<file path="src/rtl/sysclk_pkg.sv">
package sysclk_pkg;
  typedef enum logic [1:0] {
    SRC_INT = 2'b00,
    SRC_EXT = 2'b01,
    SRC_PLL = 2'b10
  } src_e;

  localparam int DIV_CNT_W = 8;

  // divisor minus one for a divider code; codes above 12 fall back to /1
  function automatic logic [DIV_CNT_W-1:0] div_m1(input logic [3:0] code);
    logic [DIV_CNT_W-1:0] r;
    case (code)
      4'd0, 4'd1, 4'd2, 4'd3,
      4'd4, 4'd5, 4'd6, 4'd7: r = DIV_CNT_W'(code);
      4'd8:    r = 8'd15;
      4'd9:    r = 8'd31;
      4'd10:   r = 8'd63;
      4'd11:   r = 8'd127;
      4'd12:   r = 8'd255;
      default: r = '0;
    endcase
    return r;
  endfunction
endpackage

</file>
<file path="src/rtl/ext_osc_qual.sv">
module ext_osc_qual #(
  parameter int TO_W     = 16,
  parameter int HOLD_CYC = 4
) (
  input  logic            clk_i,
  input  logic            rst_ni,
  input  logic            en_i,
  input  logic            rdy_i,
  input  logic [TO_W-1:0] timeout_i,
  output logic            stable_o,
  output logic            fail_o
);
  localparam int RUN_W = $clog2(HOLD_CYC + 1);

  logic [TO_W-1:0]  elapsed_q;
  logic [RUN_W-1:0] run_q;
  logic             stable_q, fail_q;
  logic             hold_done;

  assign hold_done = rdy_i && (run_q == RUN_W'(HOLD_CYC - 1));

  always_ff @(posedge clk_i or negedge rst_ni) begin
    if (!rst_ni) begin
      elapsed_q <= '0;
      run_q     <= '0;
      stable_q  <= 1'b0;
      fail_q    <= 1'b0;
    end else if (!en_i) begin
      elapsed_q <= '0;
      run_q     <= '0;
    end else if (!stable_q && !fail_q) begin
      elapsed_q <= elapsed_q + 1'b1;
      run_q     <= rdy_i ? run_q + 1'b1 : '0;
      if (hold_done) stable_q <= 1'b1;
      else if (({1'b0, elapsed_q} + 1'b1) >= {1'b0, timeout_i}) fail_q <= 1'b1;
    end
  end

  assign stable_o = stable_q;
  assign fail_o   = fail_q;


  fail_sticky_chk: assert property (@(posedge clk_i) disable iff (!rst_ni)
    fail_q |=> fail_q);

  stable_fail_excl_chk: assert property (@(posedge clk_i) disable iff (!rst_ni)
    !(stable_q && fail_q));

  stable_needs_rdy_chk: assert property (@(posedge clk_i) disable iff (!rst_ni)
    $rose(stable_q) |-> $past(rdy_i) && $past(en_i));
endmodule

</file>
<file path="src/rtl/pll_lock_model.sv">
module pll_lock_model #(
  parameter int LOCK_CYC = 8
) (
  input  logic clk_i,
  input  logic rst_ni,
  input  logic en_i,
  output logic lock_o
);
  localparam int CNT_W = $clog2(LOCK_CYC + 1);

  logic [CNT_W-1:0] cnt_q;
  logic             lock_q;

  always_ff @(posedge clk_i or negedge rst_ni) begin
    if (!rst_ni) begin
      cnt_q  <= '0;
      lock_q <= 1'b0;
    end else if (!en_i) begin
      cnt_q  <= '0;
      lock_q <= 1'b0;
    end else if (!lock_q) begin
      if (cnt_q == CNT_W'(LOCK_CYC - 1)) lock_q <= 1'b1;
      else cnt_q <= cnt_q + 1'b1;
    end
  end

  assign lock_o = lock_q;


  lock_rise_en_chk: assert property (@(posedge clk_i) disable iff (!rst_ni)
    $rose(lock_q) |-> $past(en_i));
endmodule

</file>
<file path="src/rtl/clk_prescaler.sv">
module clk_prescaler
  import sysclk_pkg::*;
(
  input  logic       clk_i,
  input  logic       rst_ni,
  input  logic       load_i,
  input  logic [3:0] code_i,
  output logic       tick_o
);
  logic [DIV_CNT_W-1:0] cnt_q;
  logic [DIV_CNT_W-1:0] lim;

  assign lim    = div_m1(code_i);
  assign tick_o = (cnt_q == lim);

  always_ff @(posedge clk_i or negedge rst_ni) begin
    if (!rst_ni)                cnt_q <= '0;
    else if (load_i || tick_o)  cnt_q <= '0;
    else                        cnt_q <= cnt_q + 1'b1;
  end


  cnt_in_range_chk: assert property (@(posedge clk_i) disable iff (!rst_ni)
    cnt_q <= lim);

  fallback_div1_chk: assert property (@(posedge clk_i) disable iff (!rst_ni)
    (code_i > 4'd12) |-> tick_o);
endmodule

</file>
<file path="src/rtl/sysclk_src_ctrl.sv">
module sysclk_src_ctrl
  import sysclk_pkg::*;
#(
  parameter int TO_W     = 16,
  parameter int HOLD_CYC = 4,
  parameter int LOCK_CYC = 8
) (
  input  logic            clk_i,
  input  logic            rst_ni,
  input  logic [1:0]      boot_sel_i,
  input  logic [TO_W-1:0] ext_timeout_i,
  input  logic            ext_rdy_i,
  input  logic            sel_wr_i,
  input  logic [1:0]      sel_src_i,
  input  logic            div_wr_i,
  input  logic [3:0]      div_code_i,
  input  logic            pll_wr_i,
  input  logic            pll_on_i,
  input  logic            pll_ref_ext_i,
  output logic [1:0]      active_src_o,
  output logic [2:0]      src_mux_o,
  output logic            handover_o,
  output logic [3:0]      div_code_o,
  output logic            int_tick_o,
  output logic            ext_en_o,
  output logic            ext_stable_o,
  output logic            ext_fail_o,
  output logic            pll_en_o,
  output logic            pll_ref_ext_o,
  output logic            pll_lock_o
);
  typedef enum logic [1:0] {ST_BOOT, ST_EXT_WAIT, ST_PLL_WAIT, ST_RUN} st_e;

  st_e        state_q;
  src_e       active_q;
  logic       handover_q, boot_pll_q;
  logic [3:0] div_q;
  logic       ext_en_q, pll_en_q, pll_ref_q;
  logic       ext_stable, ext_fail, pll_lock;
  logic       tgt_rdy, sel_ok, ref_ok;

  ext_osc_qual #(.TO_W(TO_W), .HOLD_CYC(HOLD_CYC)) u_ext (
    .clk_i, .rst_ni, .en_i(ext_en_q), .rdy_i(ext_rdy_i),
    .timeout_i(ext_timeout_i), .stable_o(ext_stable), .fail_o(ext_fail)
  );

  pll_lock_model #(.LOCK_CYC(LOCK_CYC)) u_pll (
    .clk_i, .rst_ni, .en_i(pll_en_q), .lock_o(pll_lock)
  );

  clk_prescaler u_div (
    .clk_i, .rst_ni, .load_i(div_wr_i), .code_i(div_q), .tick_o(int_tick_o)
  );

  always_comb begin
    case (sel_src_i)
      SRC_INT: tgt_rdy = 1'b1;
      SRC_EXT: tgt_rdy = ext_stable;
      SRC_PLL: tgt_rdy = pll_lock;
      default: tgt_rdy = 1'b0;
    endcase
  end

  assign sel_ok = (state_q == ST_RUN) && sel_wr_i && tgt_rdy && (sel_src_i != active_q);
  assign ref_ok = pll_ref_ext_i ? ext_stable : 1'b1;

  always_ff @(posedge clk_i or negedge rst_ni) begin
    if (!rst_ni) begin
      state_q    <= ST_BOOT;
      active_q   <= SRC_INT;
      handover_q <= 1'b0;
      boot_pll_q <= 1'b0;
      div_q      <= '0;
      ext_en_q   <= 1'b0;
      pll_en_q   <= 1'b0;
      pll_ref_q  <= 1'b0;
    end else begin
      handover_q <= 1'b0;
      if (div_wr_i) div_q <= div_code_i;
      case (state_q)
        ST_BOOT: begin
          boot_pll_q <= (boot_sel_i == SRC_PLL);
          if (boot_sel_i == SRC_EXT || boot_sel_i == SRC_PLL) begin
            ext_en_q <= 1'b1;
            state_q  <= ST_EXT_WAIT;
          end else begin
            state_q <= ST_RUN;
          end
        end
        ST_EXT_WAIT: begin
          if (ext_fail) begin
            state_q <= ST_RUN;  // carry on from the internal source
          end else if (ext_stable) begin
            if (boot_pll_q) begin
              pll_en_q  <= 1'b1;
              pll_ref_q <= 1'b1;
              state_q   <= ST_PLL_WAIT;
            end else begin
              active_q   <= SRC_EXT;
              handover_q <= 1'b1;
              state_q    <= ST_RUN;
            end
          end
        end
        ST_PLL_WAIT: begin
          if (pll_lock) begin
            active_q   <= SRC_PLL;
            handover_q <= 1'b1;
            state_q    <= ST_RUN;
          end
        end
        default: begin
          if (sel_ok) begin
            active_q   <= src_e'(sel_src_i);
            handover_q <= 1'b1;
          end
          if (pll_wr_i) begin
            if (pll_on_i) begin
              if (!pll_en_q && ref_ok) begin
                pll_en_q  <= 1'b1;
                pll_ref_q <= pll_ref_ext_i;
              end
            end else if (active_q != SRC_PLL && !(sel_ok && sel_src_i == SRC_PLL)) begin
              pll_en_q <= 1'b0;
            end
          end
        end
      endcase
    end
  end

  always_comb begin
    case (active_q)
      SRC_EXT: src_mux_o = 3'b010;
      SRC_PLL: src_mux_o = 3'b100;
      default: src_mux_o = 3'b001;
    endcase
  end

  assign active_src_o  = active_q;
  assign handover_o    = handover_q;
  assign div_code_o    = div_q;
  assign ext_en_o      = ext_en_q;
  assign ext_stable_o  = ext_stable;
  assign ext_fail_o    = ext_fail;
  assign pll_en_o      = pll_en_q;
  assign pll_ref_ext_o = pll_ref_q;
  assign pll_lock_o    = pll_lock;


  src_change_strobe_chk: assert property (@(posedge clk_i) disable iff (!rst_ni)
    !$stable(active_q) |-> handover_q);

  ext_active_stable_chk: assert property (@(posedge clk_i) disable iff (!rst_ni)
    (active_q == SRC_EXT) |-> ext_stable);

  pll_active_locked_chk: assert property (@(posedge clk_i) disable iff (!rst_ni)
    (active_q == SRC_PLL) |-> pll_lock);

  pll_ref_ready_chk: assert property (@(posedge clk_i) disable iff (!rst_ni)
    $rose(pll_en_q) |-> (!pll_ref_q || ext_stable));

  fail_no_ext_pll_chk: assert property (@(posedge clk_i) disable iff (!rst_ni)
    ext_fail |-> !(pll_en_q && pll_ref_q));

  pll_keep_active_chk: assert property (@(posedge clk_i) disable iff (!rst_ni)
    (active_q == SRC_PLL) |-> pll_en_q);
endmodule

</file>
<file path="config.mk">
export PLATFORM = sky130hd
export DESIGN_NAME = sysclk_src_ctrl
export DESIGN_NICKNAME = d
export VERILOG_FILES = /design/src/rtl/sysclk_pkg.sv /design/src/rtl/ext_osc_qual.sv /design/src/rtl/pll_lock_model.sv /design/src/rtl/clk_prescaler.sv /design/src/rtl/sysclk_src_ctrl.sv
export SDC_FILE = /design/constraint.sdc
export NUM_CORES = 1
export LEC_CHECK = 0
export BUFFER_PORTS_ARGS = -buffer_cell sky130_fd_sc_hd__buf_4
export CAP_MARGIN = 40
export CORE_MARGIN = 2
export CORE_UTILIZATION = 52
export CTS_CLUSTER_SIZE = 20
export DETAILED_ROUTE_END_ITERATION = 8
export GPL_TIMING_DRIVEN = 0
export HOLD_SLACK_MARGIN = 0.02
export MAX_ROUTING_LAYER = met4
export PLACE_DENSITY = 0.77
export SLEW_MARGIN = 10
export SYNTH_ARGS = -nofsm -noshare
export SYNTH_HDL_FRONTEND = slang
export SYNTH_SLANG_ARGS = --single-unit
</file>
<file path="constraint.sdc">
create_clock -name clk_i -period 3 [get_ports clk_i]
set_input_delay 0.15 -clock clk_i [delete_from_list [all_inputs] [get_ports clk_i]]
set_output_delay 0.15 -clock clk_i [all_outputs]
set_load 0.03 [all_outputs]
</file>
==> qor.yml, run 1 <==
outcome: "finished, final reports clean"
synth_enable_flop_cells: 0
total_gr_overflow: 0
max-cap-violations: 0
groute.usage.overall_pct: 22.22
slew_of_the_pin_with_the_lowest_slew_margin_ps: 596.5
max-vdd-ir-drop_mv: 0.2335
slew_viol_final: 0
power-per-cell-area_nw_per_um2: 351.6
first_iter_violations: 134
synth.ff_latch_count: 47
synth_top_family_by_area: "simple AND/OR/NAND/NOR gates"
reg2reg_depth: 12
netlist_area_um2: 3323
drtPass1Iterations: 4
first_pass_grt_wire_length_um: 12580
clk_pin_slew_ps: 90
vias_per_cell: 5.648
worstReg2RegStart: "u_ext.elapsed_q[1]"
wirelength_um: 7365
cts_tree: "built"
finalClockSkew_ps: 9.850
syn_avg_cell_area_um2: 8.909
hold_depth: 3
antenna_left: 0
fraction_of_power_spent_switching_nets_pct: 23.83
final_count_of_negative_setup_slack_endpoints: 0
drive_gt1_share_pct: 18.66
path_class: "flip-flop to flip-flop"
dpl.hpwl_um: 5430
worst-endpoint-arrival_ps: 3100
hold_path_class: "input port to flip-flop"
synth_compound_gate_area_share_pct: 16.27
synth_fa_ha_area_share_pct: 11.30
achievable-frequency_mhz: 346.6
start_util_pct: 52.94
power.net_switching_mw: 0.3342
number_of_global_route_vias_before_repair: 2885
cellLeakagePower_nw: 1.941
commonest_cells_after_routing_fill_and_taps_aside: "sky130_fd_sc_hd__buf_4 (53), sky130_fd_sc_hd__dfrtp_1 (47), sky130_fd_sc_hd__inv_1 (36)"
critPathLaunchType: "flip-flop"
grt_antenna_before_repair: 0
antenna_cells_inserted: 0
drc_errors: 0
die_area_um2: 7046
buffer_ports.inserted: 48
total_clock_buffers_created_by_cts: 5
crit-reg2reg-capture: "u_ext.fail_o"
tritoncts_num_sinks: 47
clock_power_share_pct: 38.4
post_layout_min_period_ps: 2885
placed_cell_area_um2: 3780
die_w_um: 83.94
finalPower_mw: 1.402
cts-root-buf: "sky130_fd_sc_hd__clkbuf_8"
h-tree-depth: 2
final_design_area_no_fill_um2: 3989
count_of_standard_cell_rows: 29
setup.worst_path.end_class: "flip-flop"
cts_buffer_depth: 2
synth_sequential_area_ratio_pct: 35.39
synth-main-ff-cell: "sky130_fd_sc_hd__dfrtp_1"
worst_hold_path.endpoint: "div_code_o[2]"
intPower_mw: 1.068
io_pins: 49
synth_async_sr_flop_share_pct: 100.0
wire_per_inst_um: 14.41
layout.nets: 495
share_of_power_burned_in_combinational_logic_pct: 14.9
route.vias.total: 2886
seqPwrFrac_pct: 46.7
synthMuxAreaShare_pct: 2.523
design.core.area_um2: 6277
post_synth_inst_count: 373
grt_max_degree: 48
timing.critical_path.required_ps: 3220
timing_hold_violations_final: 0
yosysUniqueCellTypes: 51
clock_insertion_delay_worst_skew_ps: 300
syn-num-nets: 435
post_synthesis_share_of_cell_area_spent_on_and_or_nand_and_nor_gates_pct: 19.65
worst_min_path_start: "div_code_i[2]"
ff2ff_setup_slack_ps: 120
max-slew-margin-rel_pct: 60.23
crit_path_max_fanout: 7
synthXorXnorAreaFrac_pct: 8.697
most_common_cell_after_layout_fill_and_taps_aside: "sky130_fd_sc_hd__buf_4"
die_h_um: 83.94
gpl.final_weighted_congestion: 0.9006
final_min_period_over_clock_period_pct: 96.16
syn2layout_area_growth_pct: 20.03
yosysWarningCount: 0
==> logic make-up (layout without fill, tap and decap cells) <==
family          count (synthesis)  after routing
xor+xnor                       33             33
compound gates                 83             83
flops                          47             47
simple gates                  121            121
fa+ha+maj                      30             30
buf+inv                        51            112
mux                             8              8
==> cell type report <==
class / instances / area, um^2
fill: 532 / 2288
timing repair buffer: 53 / 400.4
clock buffer: 6 / 72.57
sequential: 47 / 1176
buffer: 15 / 72.57
tap: 77 / 96.34
inverter: 36 / 135.1
multi-input combinational: 275 / 1976
clock inverter: 2 / 60.06
==> Yosys cell counts (3+ instances only) <==
| library cell | n | share of area [%] |
|---|---|---|
| sky130_fd_sc_hd__nand3_1 | 16 | 2.4 |
| sky130_fd_sc_hd__mux2_2 | 3 | 1.0 |
| sky130_fd_sc_hd__a31oi_1 | 6 | 1.1 |
| sky130_fd_sc_hd__dfrtp_1 | 47 | 35 |
| sky130_fd_sc_hd__buf_2 | 5 | 0.75 |
| sky130_fd_sc_hd__ha_1 | 30 | 11 |
| sky130_fd_sc_hd__mux2i_1 | 5 | 1.5 |
| sky130_fd_sc_hd__and3_1 | 6 | 1.1 |
| sky130_fd_sc_hd__clkbuf_1 | 9 | 1.0 |
| sky130_fd_sc_hd__nor2b_1 | 6 | 1.1 |
| sky130_fd_sc_hd__nor3_1 | 5 | 0.75 |
| sky130_fd_sc_hd__o21ai_0 | 23 | 3.5 |
| sky130_fd_sc_hd__nand4_1 | 8 | 1.5 |
| sky130_fd_sc_hd__xnor2_1 | 18 | 4.7 |
| sky130_fd_sc_hd__and2_1 | 7 | 1.3 |
| sky130_fd_sc_hd__or3_1 | 6 | 1.1 |
| sky130_fd_sc_hd__a21oi_1 | 20 | 3.0 |
| sky130_fd_sc_hd__xor2_1 | 15 | 4.0 |
| sky130_fd_sc_hd__nand3b_1 | 4 | 0.90 |
| sky130_fd_sc_hd__nand2_1 | 23 | 2.6 |
| sky130_fd_sc_hd__nand2b_1 | 6 | 1.1 |
| sky130_fd_sc_hd__inv_1 | 36 | 4.1 |
| sky130_fd_sc_hd__nor2_1 | 21 | 2.4 |
| sky130_fd_sc_hd__a211oi_1 | 11 | 2.5 |
| sky130_fd_sc_hd__o211ai_1 | 3 | 0.68 |
| sky130_fd_sc_hd__o21bai_1 | 3 | 0.68 |
==> power by group through the flow <==
| stage | registers (mW) | logic, mW | clock network (mW) |
|---|---|---|---|
| after detailed placement | 0.667 | 0.209 | 0 |
| final | 0.655 | 0.210 | 0.538 |
| after floorplan | 0.675 | 0.116 | 0 |
| after global routing | 0.657 | 0.234 | 0.582 |
| after CTS | 0.655 | 0.211 | 0.555 |
| after global placement | 0.667 | 0.203 | 0 |
==> timing repair <==
item                                   4_1_cts  5_1_grt
hold buffers                                 1        0
gates resized for setup                      3        7
gates cloned                                 0        0
endpoints found under the hold margin       47        0
pin swaps                                    1        2
setup buffers                                1        3
setup endpoints to repair                    1        1
==> state kept, by name (all words and copies together), names as in the netlist, 2 cells and up <==
signal,cells
u_ext.elapsed_q,16
state_q,2
div_code_o,4
u_ext.run_q,3
u_pll.cnt_q,4
u_div.cnt_q,8
active_src_o,2
==> worst max-delay path by stage <==
stage	end	cells after the start	start
floorplan	u_ext.fail_o	11	u_ext.elapsed_q[0]
global placement	u_ext.fail_o	11	u_ext.elapsed_q[0]
detailed placement	u_ext.fail_o	11	u_ext.elapsed_q[0]
CTS	u_ext.fail_o	12	u_ext.elapsed_q[1]
global route	u_ext.fail_o	12	u_ext.elapsed_q[0]
finish	u_ext.fail_o	12	u_ext.elapsed_q[1]
==> critical path, cell delays in order (launching register included) <==
cell,delay [ps]
sky130_fd_sc_hd__dfrtp_1,420
sky130_fd_sc_hd__ha_4,180
sky130_fd_sc_hd__nand3_4,90
sky130_fd_sc_hd__or4_4,530
sky130_fd_sc_hd__buf_4,180
sky130_fd_sc_hd__nor2_1,180
sky130_fd_sc_hd__xnor2_1,90
sky130_fd_sc_hd__ha_1,290
sky130_fd_sc_hd__nand2_1,70
sky130_fd_sc_hd__nor3_1,320
sky130_fd_sc_hd__a21boi_2,280
sky130_fd_sc_hd__a2111oi_2,60
sky130_fd_sc_hd__o22ai_1,110
==> metrics by stage <==
step / setup slack, ps / hold WS (ps) / std cells / TNS [ps] / utilization (%)
floorplan: 200.8 / -145.6 / 373 / 0 / -
global placement: -193.9 / 199.8 / 498 / -193.9 / 60.22
detailed placement: -213.2 / 199.7 / 498 / -213.2 / 60.22
CTS: 4.641 / 49.74 / 508 / 0 / 62.75
global route: -32.62 / 73.90 / 511 / -32.62 / 63.54
finish: 115.1 / 59.00 / 511 / 0 / 63.54
==> per-layer routing <==
metal | share of wire [%] | wire length [um] | up-vias | track usage [%]
met2 | 49 | 3580 | 75 | 35.78
met3 | 4.6 | 341 | 9 | 3.956
li1 | - | - | 1423 | -
met1 | 46 | 3360 | 1379 | 28.08
met5 | 0 | 0 | - | -
met4 | 1.1 | 83 | 0 | 8.358
No activity file was read; power rests on OpenSTA's default activity.
==> inputs of run 2 (changes only) <==
==> constraint.sdc (replaced) <==
create_clock -name clk_i -period 3 [get_ports clk_i]
set_input_delay 0.45 -clock clk_i [delete_from_list [all_inputs] [get_ports clk_i]]
set_output_delay 0.45 -clock clk_i [all_outputs]
set_load 0.03 [all_outputs]
==> qor.yml, run 2 (same netlist as run 1, synthesis figures left out) <==
drtPass1Iterations: 4  # unchanged
timing.critical_path.required_ps: 3170  # -50 ps
route.vias.total: 2879  # -0.24%
crit-reg2reg-capture: "u_ext.fail_o"
max-vdd-ir-drop_mv: 0.2340  # +0.23%
most_common_cell_after_layout_fill_and_taps_aside: "sky130_fd_sc_hd__buf_4"
dpl.hpwl_um: 5430  # unchanged
placed_cell_area_um2: 3780  # unchanged
timing.hold.ws_ps: 137.5  # +78.48 ps
total_clock_buffers_created_by_cts: 5  # unchanged
drc_errors: 0  # unchanged
die_w_um: 83.94  # unchanged
clock_insertion_delay_worst_skew_ps: 300  # about the same
h-tree-depth: 2  # unchanged
first_pass_grt_wire_length_um: 12580  # unchanged
worstSetupEndpoint: "u_ext.fail_o"
power-per-cell-area_nw_per_um2: 353.2  # +0.45%
tritoncts_num_sinks: 47  # unchanged
final_design_area_no_fill_um2: 3986  # about the same
startpoint: "u_ext.elapsed_q[1]"
timing_hold_violations_final: 0  # unchanged
grt_antenna_before_repair: 0  # unchanged
cts-root-buf: "sky130_fd_sc_hd__clkbuf_8"
vias_per_cell: 5.634  # -0.24%
first_iter_violations: 137  # +2.2%
total_gr_overflow: 0  # unchanged
die_h_um: 83.94  # unchanged
finalClockSkew_ps: 12.05  # +2.204 ps
wirelength_um: 7340  # -0.34%
antenna_left: 0  # unchanged
groute.usage.overall_pct: 22.22  # unchanged
slew_viol_final: 0  # unchanged
gpl.final_weighted_congestion: 0.9006  # unchanged
ff2ff_setup_slack_ps: 130  # about the same
antenna_cells_inserted: 0  # unchanged
grt_max_degree: 48  # unchanged
outcome: "finished, final reports clean"
reg2reg_depth: 11  # -1
die_area_um2: 7046  # unchanged
start_util_pct: 52.94  # unchanged
registers.top_by_ff_count: "u_ext.elapsed_q"
instances_no_fill: 511  # unchanged
max-cap-violations: 0  # unchanged
worstReg2RegStart: "u_ext.elapsed_q[1]"
post_layout_min_period_ps: 2874  # -11.37 ps
hold_path_class: "input port to asynchronous set/reset pin"
commonest_cells_after_routing_fill_and_taps_aside: "sky130_fd_sc_hd__buf_4 (54), sky130_fd_sc_hd__dfrtp_1 (47), sky130_fd_sc_hd__inv_1 (36)"
design.core.area_um2: 6277  # unchanged
buffer_ports.inserted: 48  # unchanged
layout.nets: 495  # unchanged
slew_of_the_pin_with_the_lowest_slew_margin_ps: 596.4  # -0.07230 ps
final_min_period_over_clock_period_pct: 95.79  # -0.38 points
path_class: "flip-flop to flip-flop"
crit_path_max_fanout: 7  # unchanged
io_pins: 49  # unchanged
cts_tree: "built"
syn2layout_area_growth_pct: 19.95  # about the same
setup.worst_path.end_class: "flip-flop"
number_of_global_route_vias_before_repair: 2885  # unchanged
critPathLaunchType: "flip-flop"
worst-endpoint-arrival_ps: 3040  # -60 ps
cts_buffer_depth: 2  # unchanged
setup_tns_ps: 0  # unchanged
count_of_standard_cell_rows: 29  # unchanged
final_count_of_negative_setup_slack_endpoints: 0  # unchanged
post-place-cells: 498  # unchanged
drive_gt1_share_pct: 18.89  # +0.23 points
largest_register_ff_count: 16  # unchanged
cellLeakagePower_nw: 1.942  # about the same
max-slew-margin-rel_pct: 60.24  # about the same
top_regs: "u_ext.elapsed_q (16), u_div.cnt_q (8)"
wire_per_inst_um: 14.36  # -0.34%
achievable-frequency_mhz: 348.0  # +0.40%
clk_pin_slew_ps: 90  # about the same
## run 2: cell count changes in the layout (fill, tap and decap cells not counted), sizes merged
cell / change
dlygate4sd3: -1
buf: +1
## run 2: worst min path at each step
stage | from | end | slack (ps) | depth (start not counted)
finish | rst_ni | u_div.cnt_q[3] | 140 | 1
global route | rst_ni | u_div.cnt_q[3] | 190 | 1
CTS | rst_ni | u_div.cnt_q[3] | 170 | 1
detailed placement | rst_ni | u_div.cnt_q[3] | 500 | 1
global placement | rst_ni | u_div.cnt_q[3] | 500 | 1
floorplan | rst_ni | active_src_o[0] | 150 | 0
## run 2: metrics by stage
stage          power [mW]  worst slack, ps  util [%]
2_1_floorplan      0.7912            200.8         -
6_report            1.408            126.4     63.50
3_5_place_dp       0.8760           -213.2     60.22
4_1_cts             1.419            4.641     62.59
5_1_grt             1.474           -32.62     63.50
3_3_place_gp       0.8700           -193.9     60.22
## run 2: power breakdown
group | switching (mW) | internal [mW]
Clock | 0.208 | 0.333
Sequential | 0.0113 | 0.644
Combinational | 0.119 | 0.0932
## run 2: worst max-delay path, cell delays in order (launching register included)
cell and delay (ps):
sky130_fd_sc_hd__dfrtp_1 420, sky130_fd_sc_hd__ha_4 180, sky130_fd_sc_hd__nand3_4 90, sky130_fd_sc_hd__or4_4 530
sky130_fd_sc_hd__buf_4 180, sky130_fd_sc_hd__xnor2_1 120, sky130_fd_sc_hd__ha_1 290, sky130_fd_sc_hd__a211o_1 260
sky130_fd_sc_hd__o211ai_1 90, sky130_fd_sc_hd__a21oi_1 100, sky130_fd_sc_hd__a2111oi_2 380, sky130_fd_sc_hd__o22ai_1 110
## run 2: timing repair
action,in CTS,in global routing
gates resized for setup,3,7
hold buffers,0,0
setup endpoints to repair,1,2
pin swaps,1,3
setup buffers,1,4
## run 2: final cells by class
class	count	area, um^2
timing repair buffer	53	397.9
buffer	15	72.57
sequential	47	1176
clock inverter	2	60.06
clock buffer	6	72.57
fill	533	2291
multi-input combinational	275	1976
tap	77	96.34
inverter	36	135.1
## run 2: per-layer routing
metal / share of wire, % / GRT usage (%) / vias to the layer above
li1: - / - / 1421
met1: 44 / 28.08 / 1362
met2: 48 / 35.78 / 87
met3: 5.8 / 3.956 / 9
met4: 1.3 / 8.358 / 0
met5: 0 / - / -
==> inputs of run 3 (changes only) <==
--- a/config.mk
+++ b/config.mk
@@ -16,4 +16,5 @@
 export MAX_ROUTING_LAYER = met4
 export PLACE_DENSITY = 0.77
+export SKIP_CTS_REPAIR_TIMING = 1
 export SLEW_MARGIN = 10
 export SYNTH_ARGS = -nofsm -noshare
==> constraint.sdc (replaced) <==
create_clock -name clk_i -period 3 [get_ports clk_i]
set_input_delay 0.45 -clock clk_i [delete_from_list [all_inputs] [get_ports clk_i]]
set_output_delay 0.45 -clock clk_i [all_outputs]
set_load 0.005 [all_outputs]
==> qor.yml, run 3 (same netlist as run 1, synthesis figures left out) <==
cts-root-buf: "sky130_fd_sc_hd__clkbuf_8"
design.core.area_um2: 6277  # unchanged
slew_of_the_pin_with_the_lowest_slew_margin_ps: 596.0  # -0.4444 ps
grt.busiest_layer: "met2"
most_common_cell_after_layout_fill_and_taps_aside: "sky130_fd_sc_hd__buf_4"
met1_layer_usage_reported_by_global_route_pct: 28.08  # unchanged
finalClockSkew_ps: 11.38  # -0.6791 ps
final_min_period_over_clock_period_pct: 96.40  # +0.61 points
clock_insertion_delay_worst_skew_ps: 300  # about the same
outcome: "finished, final reports clean"
io_pins: 49  # unchanged
path_class: "flip-flop to flip-flop"
globalRouteMet2Util_pct: 35.64  # -0.15 points
clk_pin_slew_ps: 90  # about the same
grt_max_degree: 48  # unchanged
layout.nets: 494  # -0.20%
critPathLaunchType: "flip-flop"
gpl.final_weighted_congestion: 0.9006  # unchanged
cp_slowest_cell: "sky130_fd_sc_hd__or4_1"
antenna_left: 0  # unchanged
worst-endpoint-arrival_ps: 3110  # +70 ps
drtPass1Iterations: 4  # unchanged
route.vias.total: 2866  # -0.45%
drive_gt1_share_pct: 18.71  # -0.19 points
first_pass_grt_wire_length_um: 12450  # -0.99%
drc_errors: 0  # unchanged
dpl.hpwl_um: 5430  # unchanged
cts_buffer_depth: 2  # unchanged
registers.top_by_ff_count: "u_ext.elapsed_q"
max-vdd-ir-drop_mv: 0.2364  # +1.0%
startpoint: "u_ext.elapsed_q[0]"
die_h_um: 83.94  # unchanged
setup.worst_path.end_class: "flip-flop"
power-per-cell-area_nw_per_um2: 350.3  # -0.80%
post_layout_min_period_ps: 2892  # +18.43 ps
fraction_of_power_spent_switching_nets_pct: 23.23  # -0.77 points
syn2layout_area_growth_pct: 19.65
ff2ff_setup_slack_ps: 110  # -20 ps
h-tree-depth: 2  # unchanged
cellLeakagePower_nw: 1.934  # -0.44%
worstReg2RegStart: "u_ext.elapsed_q[0]"
wirelength_um: 7327  # -0.18%
buffer_ports.inserted: 48  # unchanged
top_regs: "u_ext.elapsed_q (16), u_div.cnt_q (8)"
critical_path.cell_chain: "ha_4, nand3_4, or4_1, clkbuf_4, nor2_1, xnor2_1, ha_1, nand2_1, nor3_1, and4_1, a311oi_1, o22ai_1"
slew_viol_final: 0  # unchanged
max-cap-violations: 0  # unchanged
use_met3_pct: 3.956  # unchanged
intPower_mw: 1.069  # about the same
groute.usage.overall_pct: 21.98  # -0.24 points
timing_hold_violations_final: 0  # unchanged
finalPower_mw: 1.393  # -1.0%
achievable-frequency_mhz: 345.8  # -0.64%
first_iter_violations: 134  # -2.2%
vias_per_cell: 5.620  # -0.26%
max-slew-margin-rel_pct: 60.27  # about the same
start_util_pct: 52.94  # unchanged
crit_path_max_fanout: 7  # unchanged
timing.critical_path.required_ps: 3220  # +50 ps
number_of_global_route_vias_before_repair: 2842  # -1.5%
die_w_um: 83.94  # unchanged
final_count_of_negative_setup_slack_endpoints: 0  # unchanged
commonest_cells_after_routing_fill_and_taps_aside: "sky130_fd_sc_hd__buf_4 (52), sky130_fd_sc_hd__dfrtp_1 (46), sky130_fd_sc_hd__inv_1 (36)"
timing.hold.ws_ps: 135.2  # -2.240 ps
power.net_switching_mw: 0.3235  # -4.2%
share_of_power_burned_in_combinational_logic_pct: 14.2  # -0.9 points
total_clock_buffers_created_by_cts: 5  # unchanged
post-route-util_pct: 63.34  # -0.16 points
tritoncts_num_sinks: 47  # unchanged
die_area_um2: 7046  # unchanged
cts_tree: "built"
grt_antenna_before_repair: 0  # unchanged
wire_per_inst_um: 14.37  # about the same
hold_path_class: "input port to asynchronous set/reset pin"
total_gr_overflow: 0  # unchanged
largest_register_ff_count: 16  # unchanged
count_of_standard_cell_rows: 29  # unchanged
seqPwrFrac_pct: 47.0  # +0.5 points
antenna_cells_inserted: 0  # unchanged
clock_power_share_pct: 38.8  # +0.4 points
stage_delay_of_the_slowest_cell_on_the_critical_path_ps: 530  # about the same
-- run 3: path summary, 6_finish.rpt --
kind / to / cells after the start
max in group asynchronous: u_ext.elapsed_q[0] / 1
min in group clk_i: div_code_o[2] / 3
setup / recovery: u_ext.fail_o / 12
hold reg to reg: u_ext.run_q[2] / 2
hold / removal: u_div.cnt_q[3] / 1
setup reg to reg: u_ext.fail_o / 12
-- run 3: final cells by class --
type,instances,area (um^2)
clock buffer,6,72.57
tap,77,96.34
timing repair buffer,52,390.4
multi-input combinational,275,1972
buffer,15,72.57
sequential,47,1177
clock inverter,2,60.06
fill,536,2301
inverter,36,135.1
-- run 3: critical path: cells and delay by family, from the launching register on --
family                     cells  cell delay [ps]
AOI/OAI and AO/OA              2              200
xor gates and xnor gates       1               90
adders and majority gates      2              460
buffers and inverters          1              200
DFF                            1              420
and+or+nand+nor                6             1450
-- run 3: power by group through the flow --
stage,registers [mW],logic (mW),clock network (mW)
2_1_floorplan,0.665,0.113,0
3_3_place_gp,0.667,0.189,0
6_report,0.655,0.197,0.541
4_1_cts,0.655,0.195,0.555
5_1_grt,0.657,0.222,0.581
3_5_place_dp,0.667,0.195,0
-- run 3: routing by layer --
layer	wire (um)	part of all wire, %	vias up
met2	3564	49	72
met4	78	1.1	0
met1	3342	46	1365
met5	0	0	-
met3	341	4.7	9
li1	-	-	1420
-- run 3: through the flow --
step,setup slack [ps],setup TNS (ps),cell area [um^2],std cells
after floorplan,200.8,0,3323,373
after global placement,-193.9,-193.9,3780,498
after detailed placement,-213.2,-213.2,3780,498
after CTS,-244.8,-244.8,3913,506
after global routing,-61.08,-61.08,3976,510
final,108.0,0,3976,510
